<file path="config.mk">
export PLATFORM = sky130hd
export DESIGN_NAME = spi_pio_engine
export DESIGN_NICKNAME = d
export VERILOG_FILES = /design/src/rtl/spi_pio_pkg.sv /design/src/rtl/spi_byte_fifo.sv /design/src/rtl/spi_pio_datapath.sv /design/src/rtl/spi_pio_control.sv /design/src/rtl/spi_pio_engine.sv
export SDC_FILE = /design/constraint.sdc
export NUM_CORES = 2
export LEC_CHECK = 0
export BUFFER_PORTS_ARGS = -buffer_cell sky130_fd_sc_hd__buf_2
export CELL_PAD_IN_SITES_DETAIL_PLACEMENT = 1
export CELL_PAD_IN_SITES_GLOBAL_PLACEMENT = 2
export CORE_MARGIN = 2
export CORE_UTILIZATION = 35
export CTS_CLUSTER_DIAMETER = 40
export DETAILED_ROUTE_END_ITERATION = 7
export PLACE_DENSITY_LB_ADDON = 0.1
export SETUP_SLACK_MARGIN = 0.15
export SYNTH_ARGS = -nofsm -noshare
export SYNTH_HDL_FRONTEND = slang
export SYNTH_HIERARCHICAL = 1
export SYNTH_SLANG_ARGS = --single-unit
</file>
<file path="constraint.sdc">
create_clock -name clk -period 3.6 [get_ports clk]
set_input_delay 0.18 -clock clk [delete_from_list [all_inputs] [get_ports clk]]
set_output_delay 0.18 -clock clk [all_outputs]
set_load 0.05 [all_outputs]
</file>
<file path="src/rtl/spi_pio_pkg.sv">
package spi_pio_pkg;

  typedef enum logic [1:0] {
    LANE_1 = 2'd0,
    LANE_2 = 2'd1,
    LANE_4 = 2'd2
  } lane_e;

  // strobes from the sequencer to the datapath
  typedef struct packed {
    logic loadSr;
    logic shiftOut;
    logic sampleIn;
    logic pushRd;
    logic popWr;
  } strobe_t;

  typedef struct packed {
    logic  holdCs;
    lane_e lanes;
    logic  isWrite;
  } xcfg_t;

  function automatic lane_e decodeMode(input logic [2:0] m);
    case (m)
      3'd2:    return LANE_2;
      3'd3:    return LANE_4;
      default: return LANE_1;
    endcase
  endfunction

endpackage

</file>
<file path="src/rtl/spi_byte_fifo.sv">
// Byte-granular FIFO that accepts and releases up to four bytes per cycle.
// DEPTH must be a power of two.
module spi_byte_fifo #(
  parameter int DEPTH = 64,
  parameter int PEEK  = 4
) (
  input  logic                       clk,
  input  logic                       rstN,
  input  logic [2:0]                 pushN,
  input  logic [31:0]                pushData,
  input  logic [2:0]                 popN,
  output logic [$clog2(DEPTH+1)-1:0] count,
  output logic [8*PEEK-1:0]          peek
);
  localparam int AW = $clog2(DEPTH);
  localparam int CW = $clog2(DEPTH + 1);

  logic [7:0]    mem [DEPTH];
  logic [AW-1:0] wrPtr, rdPtr;

  always_ff @(posedge clk or negedge rstN) begin
    if (!rstN) begin
      wrPtr <= '0;
      rdPtr <= '0;
      count <= '0;
    end else begin
      wrPtr <= wrPtr + AW'(pushN);
      rdPtr <= rdPtr + AW'(popN);
      count <= count + CW'(pushN) - CW'(popN);
    end
  end

  always_ff @(posedge clk) begin
    for (int i = 0; i < 4; i++)
      if (3'(i) < pushN) mem[wrPtr + AW'(i)] <= pushData[8*i +: 8];
  end

  always_comb begin
    for (int i = 0; i < PEEK; i++) peek[8*i +: 8] = mem[rdPtr + AW'(i)];
  end

  // callers never overfill or over-drain the store
  a_r11_fill_bound: assert property (@(posedge clk) disable iff (!rstN)
    (32'(count) + 32'(pushN)) <= (32'(DEPTH) + 32'(popN)));
  a_r11_drain_bound: assert property (@(posedge clk) disable iff (!rstN)
    32'(popN) <= 32'(count));

endmodule

</file>
<file path="src/rtl/spi_pio_datapath.sv">
module spi_pio_datapath
  import spi_pio_pkg::*;
#(
  parameter int WR_DEPTH = 64,
  parameter int RD_DEPTH = 64
) (
  input  logic        clk,
  input  logic        rstN,
  input  strobe_t     stb,
  input  lane_e       lanes,
  input  logic        busy,
  input  logic        isWrite,
  input  logic        holdEn,
  input  logic        wpEn,
  input  logic        wrByteWe,
  input  logic [7:0]  wrByteData,
  input  logic        wrWordWe,
  input  logic [31:0] wrWordData,
  input  logic        rdPop,
  input  logic [1:0]  errClr,
  input  logic [3:0]  ioIn,
  output logic        wrHasData,
  output logic        rdHasSpace,
  output logic [15:0] wrFree,
  output logic [6:0]  rdCount7,
  output logic [31:0] rdData,
  output logic [1:0]  errFlags,
  output logic [3:0]  ioOut,
  output logic [3:0]  ioOe
);
  localparam int WCW = $clog2(WR_DEPTH + 1);
  localparam int RCW = $clog2(RD_DEPTH + 1);

  logic [WCW-1:0] wrCount, wrFreeN;
  logic [RCW-1:0] rdCount;
  logic [7:0]     wrPeek;
  logic [31:0]    rdPeek, wrPushData;
  logic [2:0]     wrPushN, rdPopN;
  logic           ovrSet, udrSet, ovrFlag, udrFlag;
  logic [7:0]     sr;

  assign wrFreeN = WCW'(WR_DEPTH) - wrCount;

  always_comb begin
    wrPushN = 3'd0;
    ovrSet  = 1'b0;
    if (wrWordWe) begin
      if (wrFreeN >= WCW'(4)) wrPushN = 3'd4;
      else ovrSet = 1'b1;
    end else if (wrByteWe) begin
      if (wrFreeN != '0) wrPushN = 3'd1;
      else ovrSet = 1'b1;
    end
    wrPushData = wrWordWe ? wrWordData : {24'b0, wrByteData};
  end

  assign rdPopN = !rdPop ? 3'd0 : (rdCount >= RCW'(4)) ? 3'd4 : 3'(rdCount);
  assign udrSet = rdPop && (rdCount == '0);

  spi_byte_fifo #(.DEPTH(WR_DEPTH), .PEEK(1)) i_wrFifo (
    .clk(clk), .rstN(rstN), .pushN(wrPushN), .pushData(wrPushData),
    .popN({2'b00, stb.popWr}), .count(wrCount), .peek(wrPeek));

  spi_byte_fifo #(.DEPTH(RD_DEPTH), .PEEK(4)) i_rdFifo (
    .clk(clk), .rstN(rstN), .pushN({2'b00, stb.pushRd}), .pushData({24'b0, sr}),
    .popN(rdPopN), .count(rdCount), .peek(rdPeek));

  always_ff @(posedge clk or negedge rstN) begin
    if (!rstN) begin
      ovrFlag <= 1'b0;
      udrFlag <= 1'b0;
    end else begin
      ovrFlag <= ovrSet | (ovrFlag & ~errClr[0]);
      udrFlag <= udrSet | (udrFlag & ~errClr[1]);
    end
  end

  // lane shift register: MSB leaves first, new bits enter at the bottom
  always_ff @(posedge clk or negedge rstN) begin
    if (!rstN) sr <= '0;
    else if (stb.loadSr) sr <= wrPeek;
    else if (stb.shiftOut)
      case (lanes)
        LANE_2:  sr <= {sr[5:0], 2'b00};
        LANE_4:  sr <= {sr[3:0], 4'b0000};
        default: sr <= {sr[6:0], 1'b0};
      endcase
    else if (stb.sampleIn)
      case (lanes)
        LANE_2:  sr <= {sr[5:0], ioIn[1:0]};
        LANE_4:  sr <= {sr[3:0], ioIn};
        default: sr <= {sr[6:0], ioIn[1]};
      endcase
  end

  always_comb begin
    for (int i = 0; i < 4; i++)
      rdData[8*i +: 8] = (RCW'(i) < rdCount) ? rdPeek[8*i +: 8] : 8'h00;
  end

  // pins: lanes 2/3 are wp/hold unless a quad transfer owns them
  always_comb begin
    ioOut = 4'b1100;
    ioOe  = {holdEn, wpEn, 2'b00};
    if (busy && lanes == LANE_4) ioOe[3:2] = 2'b00;
    if (busy && isWrite)
      case (lanes)
        LANE_2:  begin ioOut[1:0] = sr[7:6]; ioOe[1:0] = 2'b11; end
        LANE_4:  begin ioOut = sr[7:4]; ioOe = 4'b1111; end
        default: begin ioOut[0] = sr[7]; ioOe[0] = 1'b1; end
      endcase
  end

  assign wrHasData  = wrCount != '0;
  assign rdHasSpace = rdCount < RCW'(RD_DEPTH);
  assign wrFree     = 16'(wrFreeN);
  assign rdCount7   = 7'(rdCount);
  assign errFlags   = {udrFlag, ovrFlag};

  // error flags persist until written with one
  a_r11_overrun_sticky: assert property (@(posedge clk) disable iff (!rstN)
    ovrFlag && !errClr[0] |=> ovrFlag);
  a_r11_underrun_sticky: assert property (@(posedge clk) disable iff (!rstN)
    udrFlag && !errClr[1] |=> udrFlag);

endmodule

</file>
<file path="src/rtl/spi_pio_control.sv">
module spi_pio_control
  import spi_pio_pkg::*;
(
  input  logic        clk,
  input  logic        rstN,
  input  logic        cfgWe,
  input  logic [8:0]  cfgData,
  input  logic        startWe,
  input  logic [15:0] startCount,
  input  logic        csSel,
  input  logic        wrHasData,
  input  logic        rdHasSpace,
  output strobe_t     stb,
  output logic        busy,
  output logic        isWrite,
  output lane_e       lanes,
  output logic        sclk,
  output logic [1:0]  csN
);
  typedef enum logic [1:0] {S_IDLE, S_LOAD, S_SHIFT, S_END} state_e;

  state_e      state;
  xcfg_t       cfgReg, act;
  logic [1:0]  ph;
  logic [2:0]  clkCnt, lastCnt;
  logic [15:0] remain;
  logic        csActive, csLat, lastClk;

  assign lastCnt = (act.lanes == LANE_4) ? 3'd1 : (act.lanes == LANE_2) ? 3'd3 : 3'd7;
  assign lastClk = clkCnt == lastCnt;

  always_ff @(posedge clk or negedge rstN) begin
    if (!rstN) cfgReg <= '{holdCs: 1'b0, lanes: LANE_1, isWrite: 1'b0};
    else if (cfgWe && cfgData[7:4] == 4'b0000)
      cfgReg <= '{holdCs: cfgData[8], lanes: decodeMode(cfgData[3:1]), isWrite: cfgData[0]};
  end

  always_comb begin
    stb = '0;
    case (state)
      S_LOAD: if (act.isWrite && wrHasData) begin
        stb.loadSr = 1'b1;
        stb.popWr  = 1'b1;
      end
      S_SHIFT: begin
        stb.sampleIn = !act.isWrite && ph == 2'd1;
        stb.shiftOut = act.isWrite && ph == 2'd3 && !lastClk;
        stb.pushRd   = !act.isWrite && ph == 2'd3 && lastClk;
      end
      default: ;
    endcase
  end

  always_ff @(posedge clk or negedge rstN) begin
    if (!rstN) begin
      state    <= S_IDLE;
      act      <= '{holdCs: 1'b0, lanes: LANE_1, isWrite: 1'b0};
      ph       <= '0;
      clkCnt   <= '0;
      remain   <= '0;
      csActive <= 1'b0;
      csLat    <= 1'b0;
    end else begin
      case (state)
        S_IDLE: if (startWe && startCount != 16'd0) begin
          act      <= cfgReg;
          remain   <= startCount;
          csActive <= 1'b1;
          csLat    <= csSel;
          state    <= S_LOAD;
        end
        S_LOAD: if (act.isWrite ? wrHasData : rdHasSpace) begin
          ph     <= '0;
          clkCnt <= '0;
          state  <= S_SHIFT;
        end
        S_SHIFT: begin
          ph <= ph + 2'd1;
          if (ph == 2'd3) begin
            if (lastClk) begin
              clkCnt <= '0;
              remain <= remain - 16'd1;
              state  <= (remain == 16'd1) ? S_END : S_LOAD;
            end else begin
              clkCnt <= clkCnt + 3'd1;
            end
          end
        end
        default: begin
          csActive <= act.holdCs;
          state    <= S_IDLE;
        end
      endcase
    end
  end

  assign busy    = state != S_IDLE;
  assign isWrite = act.isWrite;
  assign lanes   = act.lanes;
  assign sclk    = state == S_SHIFT && ph[1];
  assign csN     = ~({csLat, ~csLat} & {2{csActive}});

  // each serial clock phase spans at least two core cycles
  a_r5_high_two: assert property (@(posedge clk) disable iff (!rstN)
    $rose(sclk) |=> sclk);
  a_r5_low_two: assert property (@(posedge clk) disable iff (!rstN)
    $fell(sclk) |=> !sclk);
  // a running transfer always has a chip select asserted
  a_r1_busy_selects: assert property (@(posedge clk) disable iff (!rstN)
    busy |-> csN != 2'b11);

endmodule

</file>
<file path="src/rtl/spi_pio_engine.sv">
module spi_pio_engine
  import spi_pio_pkg::*;
#(
  parameter int WR_DEPTH = 64,
  parameter int RD_DEPTH = 64
) (
  input  logic        clk,
  input  logic        rstN,
  input  logic        cfgWe,
  input  logic [8:0]  cfgData,
  input  logic        startWe,
  input  logic [15:0] startCount,
  input  logic        csSel,
  input  logic        holdEn,
  input  logic        wpEn,
  input  logic        wrByteWe,
  input  logic [7:0]  wrByteData,
  input  logic        wrWordWe,
  input  logic [31:0] wrWordData,
  input  logic        rdPop,
  output logic [31:0] rdData,
  input  logic [1:0]  errClr,
  output logic [31:0] xferStatus,
  output logic [11:0] rdStatus,
  output logic [1:0]  errFlags,
  output logic        wrEmpty,
  output logic        rdReady,
  output logic        sclk,
  output logic [1:0]  csN,
  output logic [3:0]  ioOut,
  output logic [3:0]  ioOe,
  input  logic [3:0]  ioIn
);
  strobe_t     stb;
  lane_e       lanes;
  logic        busy, isWrite, wrHasData, rdHasSpace;
  logic [15:0] wrFree;
  logic [6:0]  rdCount7;

  spi_pio_control i_ctrl (
    .clk(clk), .rstN(rstN), .cfgWe(cfgWe), .cfgData(cfgData),
    .startWe(startWe), .startCount(startCount), .csSel(csSel),
    .wrHasData(wrHasData), .rdHasSpace(rdHasSpace), .stb(stb),
    .busy(busy), .isWrite(isWrite), .lanes(lanes), .sclk(sclk), .csN(csN));

  spi_pio_datapath #(.WR_DEPTH(WR_DEPTH), .RD_DEPTH(RD_DEPTH)) i_dp (
    .clk(clk), .rstN(rstN), .stb(stb), .lanes(lanes), .busy(busy),
    .isWrite(isWrite), .holdEn(holdEn), .wpEn(wpEn), .wrByteWe(wrByteWe),
    .wrByteData(wrByteData), .wrWordWe(wrWordWe), .wrWordData(wrWordData),
    .rdPop(rdPop), .errClr(errClr), .ioIn(ioIn), .wrHasData(wrHasData),
    .rdHasSpace(rdHasSpace), .wrFree(wrFree), .rdCount7(rdCount7),
    .rdData(rdData), .errFlags(errFlags), .ioOut(ioOut), .ioOe(ioOe));

  assign xferStatus = {wrFree, 15'b0, busy};
  assign rdReady    = rdCount7 != 7'd0;
  assign wrEmpty    = !wrHasData;
  assign rdStatus   = {!rdReady, rdCount7, 3'b000, rdReady};

  // never more than one chip select low
  a_r3_one_cs: assert property (@(posedge clk) disable iff (!rstN)
    $onehot0(~csN));
  // a read transfer leaves the data lanes undriven
  a_r13_read_quiet: assert property (@(posedge clk) disable iff (!rstN)
    busy && !isWrite |-> ioOe[1:0] == 2'b00);

endmodule

</file>
==> results.md <==
- WP data arrival: 4.12 ns
- First-pass GRT wire length: 767.6 mm
- Die area: 266300 µm²
- Post-DR vias/cell: 7.037
- Sum Neg Setup Slack: -15.32 ns
- Worst VDD drop: 1.690 mV
- Routed Antenna Nets: 0
- Worst-path cell chain: ha_4, xor2_4, buf_12, buf_8, buf_6, buf_6, mux2i_2, o22ai_2, o41ai_4, a21oi_2, nor2b_4, buf_12
- Leakage: 43.44 nW
- Pre-CTS WS: -0.4667 ns
- Commonest cells after routing, fill and taps aside: edfxtp_1, nand2_1, buf_4
- I/O Buffers: 144
- Rel. slew slack: -1.594
- Tmin final: 4.297 ns
- EDFF count, synth: 1024
- Met2 Resource Use GR: 0.6294
- Skew-Pair Late Insertion Delay: 0.93 ns
- Largest net degree at the start of global routing: 74
- DRC: 0
- Status: finished, violations left
- Non-Filler Instances: 13510
- Drt initial violations: 13100
- Initial Util: 0.3509
- Most common cell after layout, fill and taps aside: edfxtp_1
- Clock slew at reported path FFs: 0.06 ns
- Nets: 9905
- Slew Limit Fails: 290
- Post-layout util: 0.4504
- Violated checks: max-slew violations, negative setup slack
- MaxCap Viol Count: 0
- CP top delay family: compound AO/OA/AOI/OAI gates
- Reg2Reg Launch Point: i_dp/i_wrFifo/count[3]$_DFF_PN0_
- GRT Residual Overflow: 0
- Die Ht: 516.1 µm
- Routed length per instance: 42.26 µm
- Setup Viol. Count Final: 32
- Final Hold Fails: 0
- Fin worst setup slack: -0.6967 ns
- CP Capture Type: output pin
- Vias in the first global route: 92130
- CP Launch Type: flip-flop
- Slowest CP cell: o41ai_4
- IO Pins: 172
- Sink Count: 1105
- Worst setup path start: i_dp/i_rdFifo/rdPtr[1]$_DFF_PN0_
- TritonCTS Buffers: 238
- RSZ-0062 raised after global routing: true
- Most Crowded Layer GR: met2
- Clock Tree Root: clkbuf_16
- GR Util met3: 0.08472
- Crit path max fanout: 6
- HPWL after DPL: 384.8 mm
- Sequential area share after synthesis: 0.3571
- Synthesis Warnings: 6
- Share of layout cells above drive strength 1: 0.3026
- WP data required: 3.42 ns
- Post-Route WL: 570.7 mm
- Final period util: 1.194
- Gr usage total: 0.4103
- Post-Route Skew: 0.06358 ns
- CTS tree: done
- Pwr dens: 1113 nW/µm²
- Seq cells post-synth: 1105
- Hold Path Origin: wrWordData[14]
- Synth async-reset ratio: 0.07330
- Rows: 188
- Vias: 95040
- Synthesized area per cell: 9.937 µm²
- Initial antenna violation count: 23
- Iteration count of the initial detailed-routing pass: 6
- Layout Area Growth over Synthesis: 28.37%
- Die Width: 516.1 µm
- Synth Flop Type: edfxtp_1
- RePlAce Congestion: 1.001
- Synth Cell Area: 91780 µm²
- Core area: 261600 µm²
- CTS H-tree lvls: 4
- CP Buf/Inv Count: 5
- Largest stage delay, worst path: 0.88 ns
- Post-layout power: 131.1 mW
- Met1 Track Usage GR: 0.5035
- Measured slew at the worst slew-check pin: 3.861 ns
- Min-delay worst type: primary input to flip-flop
- Worst setup path class: flip-flop to output pin
- Fmax: 232.7 MHz
- CTS Buffer Depth: 4
- Yosys cell types: 109
- Placed Cells: 12680
- Mapped Cells: 9236
==> cell type report <==
cell class | count | area (µm²)
fillers | 28200 | 143800
multi-input cells | 7012 | 58170
inverters | 122 | 466.7
well taps | 3515 | 4398
flip-flops and latches | 1105 | 32840
diodes | 19 | 47.55
repair buffers | 1288 | 13730
clock buffers | 263 | 6166
clock inverters | 181 | 2006
==> timing repair <==
action / 4_1_cts / 5_1_grt
buffers inserted: 106 / 131
gates cloned: 21 / 36
hold endpoints to repair: 152 / 0
pin swaps: 92 / 124
gates resized for setup: 578 / 473
hold buffers: 71 / 0
endpoints found under the setup margin: 944 / 1074
==> layer usage <==
layer	wire [µm]	vias to the layer above
li1	-	37530
met1	208400	48670
met2	253500	6884
met3	58150	1946
met4	50530	8
met5	93	-
==> metrics by stage <==
step | instance area (µm²) | hold WS, ns
6_report | 117800 | 0.08588
5_1_grt | 117800 | 0.07606
4_1_cts | 113700 | 0.01753
3_5_place_dp | 101000 | 0.3005
3_3_place_gp | 101000 | 0.2983
2_1_floorplan | 92500 | -0.1156
==> Yosys cell counts, drive strengths merged (50+ instances only) <==
| library cell | number | area [µm²] |
|---|---|---|
| a221oi | 166 | 1454 |
| clkbuf | 687 | 2587 |
| a21boi | 61 | 457.9 |
| a21o | 105 | 789.5 |
| dfrtp | 81 | 2027 |
| nand3 | 160 | 823.3 |
| nand2 | 965 | 3722 |
| and3 | 70 | 442.9 |
| nor2 | 561 | 2273 |
| a21oi | 750 | 3757 |
| o2111ai | 65 | 575.6 |
| edfxtp | 1024 | 30750 |
| nor3 | 92 | 520.5 |
| o31ai | 128 | 960.9 |
| xnor2 | 50 | 486.7 |
| inv | 118 | 442.9 |
| o2bb2ai | 87 | 762.0 |
| a211oi | 199 | 1494 |
| a31oi | 91 | 569.3 |
| o21ai | 394 | 1976 |
| mux2i | 737 | 7377 |
| nor2b | 76 | 475.5 |
| buf | 406 | 2186 |
| and2 | 157 | 982.2 |
| o22ai | 689 | 4343 |
| o32ai | 68 | 595.6 |
| mux4 | 582 | 13120 |
==> tightest hold or removal path, stage by stage <==
cell and delay [ns]:
buf_2 0.10, and2_4 0.33, nand2_1 0.13, a31oi_1 0.07
==> power by group <==
part / internal, mW / switching (mW)
Clock: 14.4 / 8.25
Sequential: 18.7 / 4.58
Combinational: 34.2 / 50.9
==> path summary, 6_finish.rpt <==
path / end / slack (ns) / depth (start not counted)
worst max register to register: i_dp/i_wrFifo/mem[27][4]$_DFFE_PP_ / 0.01 / 17
max in group asynchronous: i_dp/ovrFlag$_DFF_PN0_ / 2.83 / 4
worst max-delay path: rdData[13] / -0.70 / 12
worst min-delay path: i_dp/i_wrFifo/mem[8][6]$_DFFE_PP_ / 0.09 / 4
min in group asynchronous: i_ctrl/remain[15]$_DFFE_PN0P_ / 0.46 / 4
worst min register to register: i_dp/i_wrFifo/wrPtr[3]$_DFF_PN0_ / 0.49 / 1
==> state kept, by name (all words and copies together) (netlist names) <==
signal,count
i_dp/i_rdFifo/wrPtr,6
i_dp/i_rdFifo/count,7
i_dp/sr,8
i_dp/i_wrFifo/rdPtr,6
i_dp/ovrFlag,1
i_ctrl/ph,2
i_dp/i_wrFifo/mem,512
i_ctrl/isWrite,1
i_dp/i_rdFifo/rdPtr,6
i_ctrl/clkCnt,3
i_ctrl/csLat,1
i_ctrl/lanes,2
i_dp/udrFlag,1
i_ctrl/state,2
i_dp/i_rdFifo/mem,512
i_ctrl/cfgReg,4
i_ctrl/csActive,1
i_ctrl/act,1
i_dp/i_wrFifo/count,7
i_ctrl/remain,16
i_dp/i_wrFifo/wrPtr,6
==> cells by family (layout without fill, tap and decap cells) <==
logic type / after synthesis / count (layout) / share of synthesized area
xor gates and xnor gates: 70 / 70 / 0.007784
adders and majority gates: 57 / 57 / 0.008588
other: 2 / 113 / 0.00008183
and+or+nand+nor: 2319 / 2323 / 0.1189
muxes: 1347 / 1347 / 0.2267
AOI/OAI and AO/OA: 3121 / 3121 / 0.2238
buffers and inverters: 1215 / 1854 / 0.05700
DFF: 1105 / 1105 / 0.3571
Power figures use the tool's default switching activity.
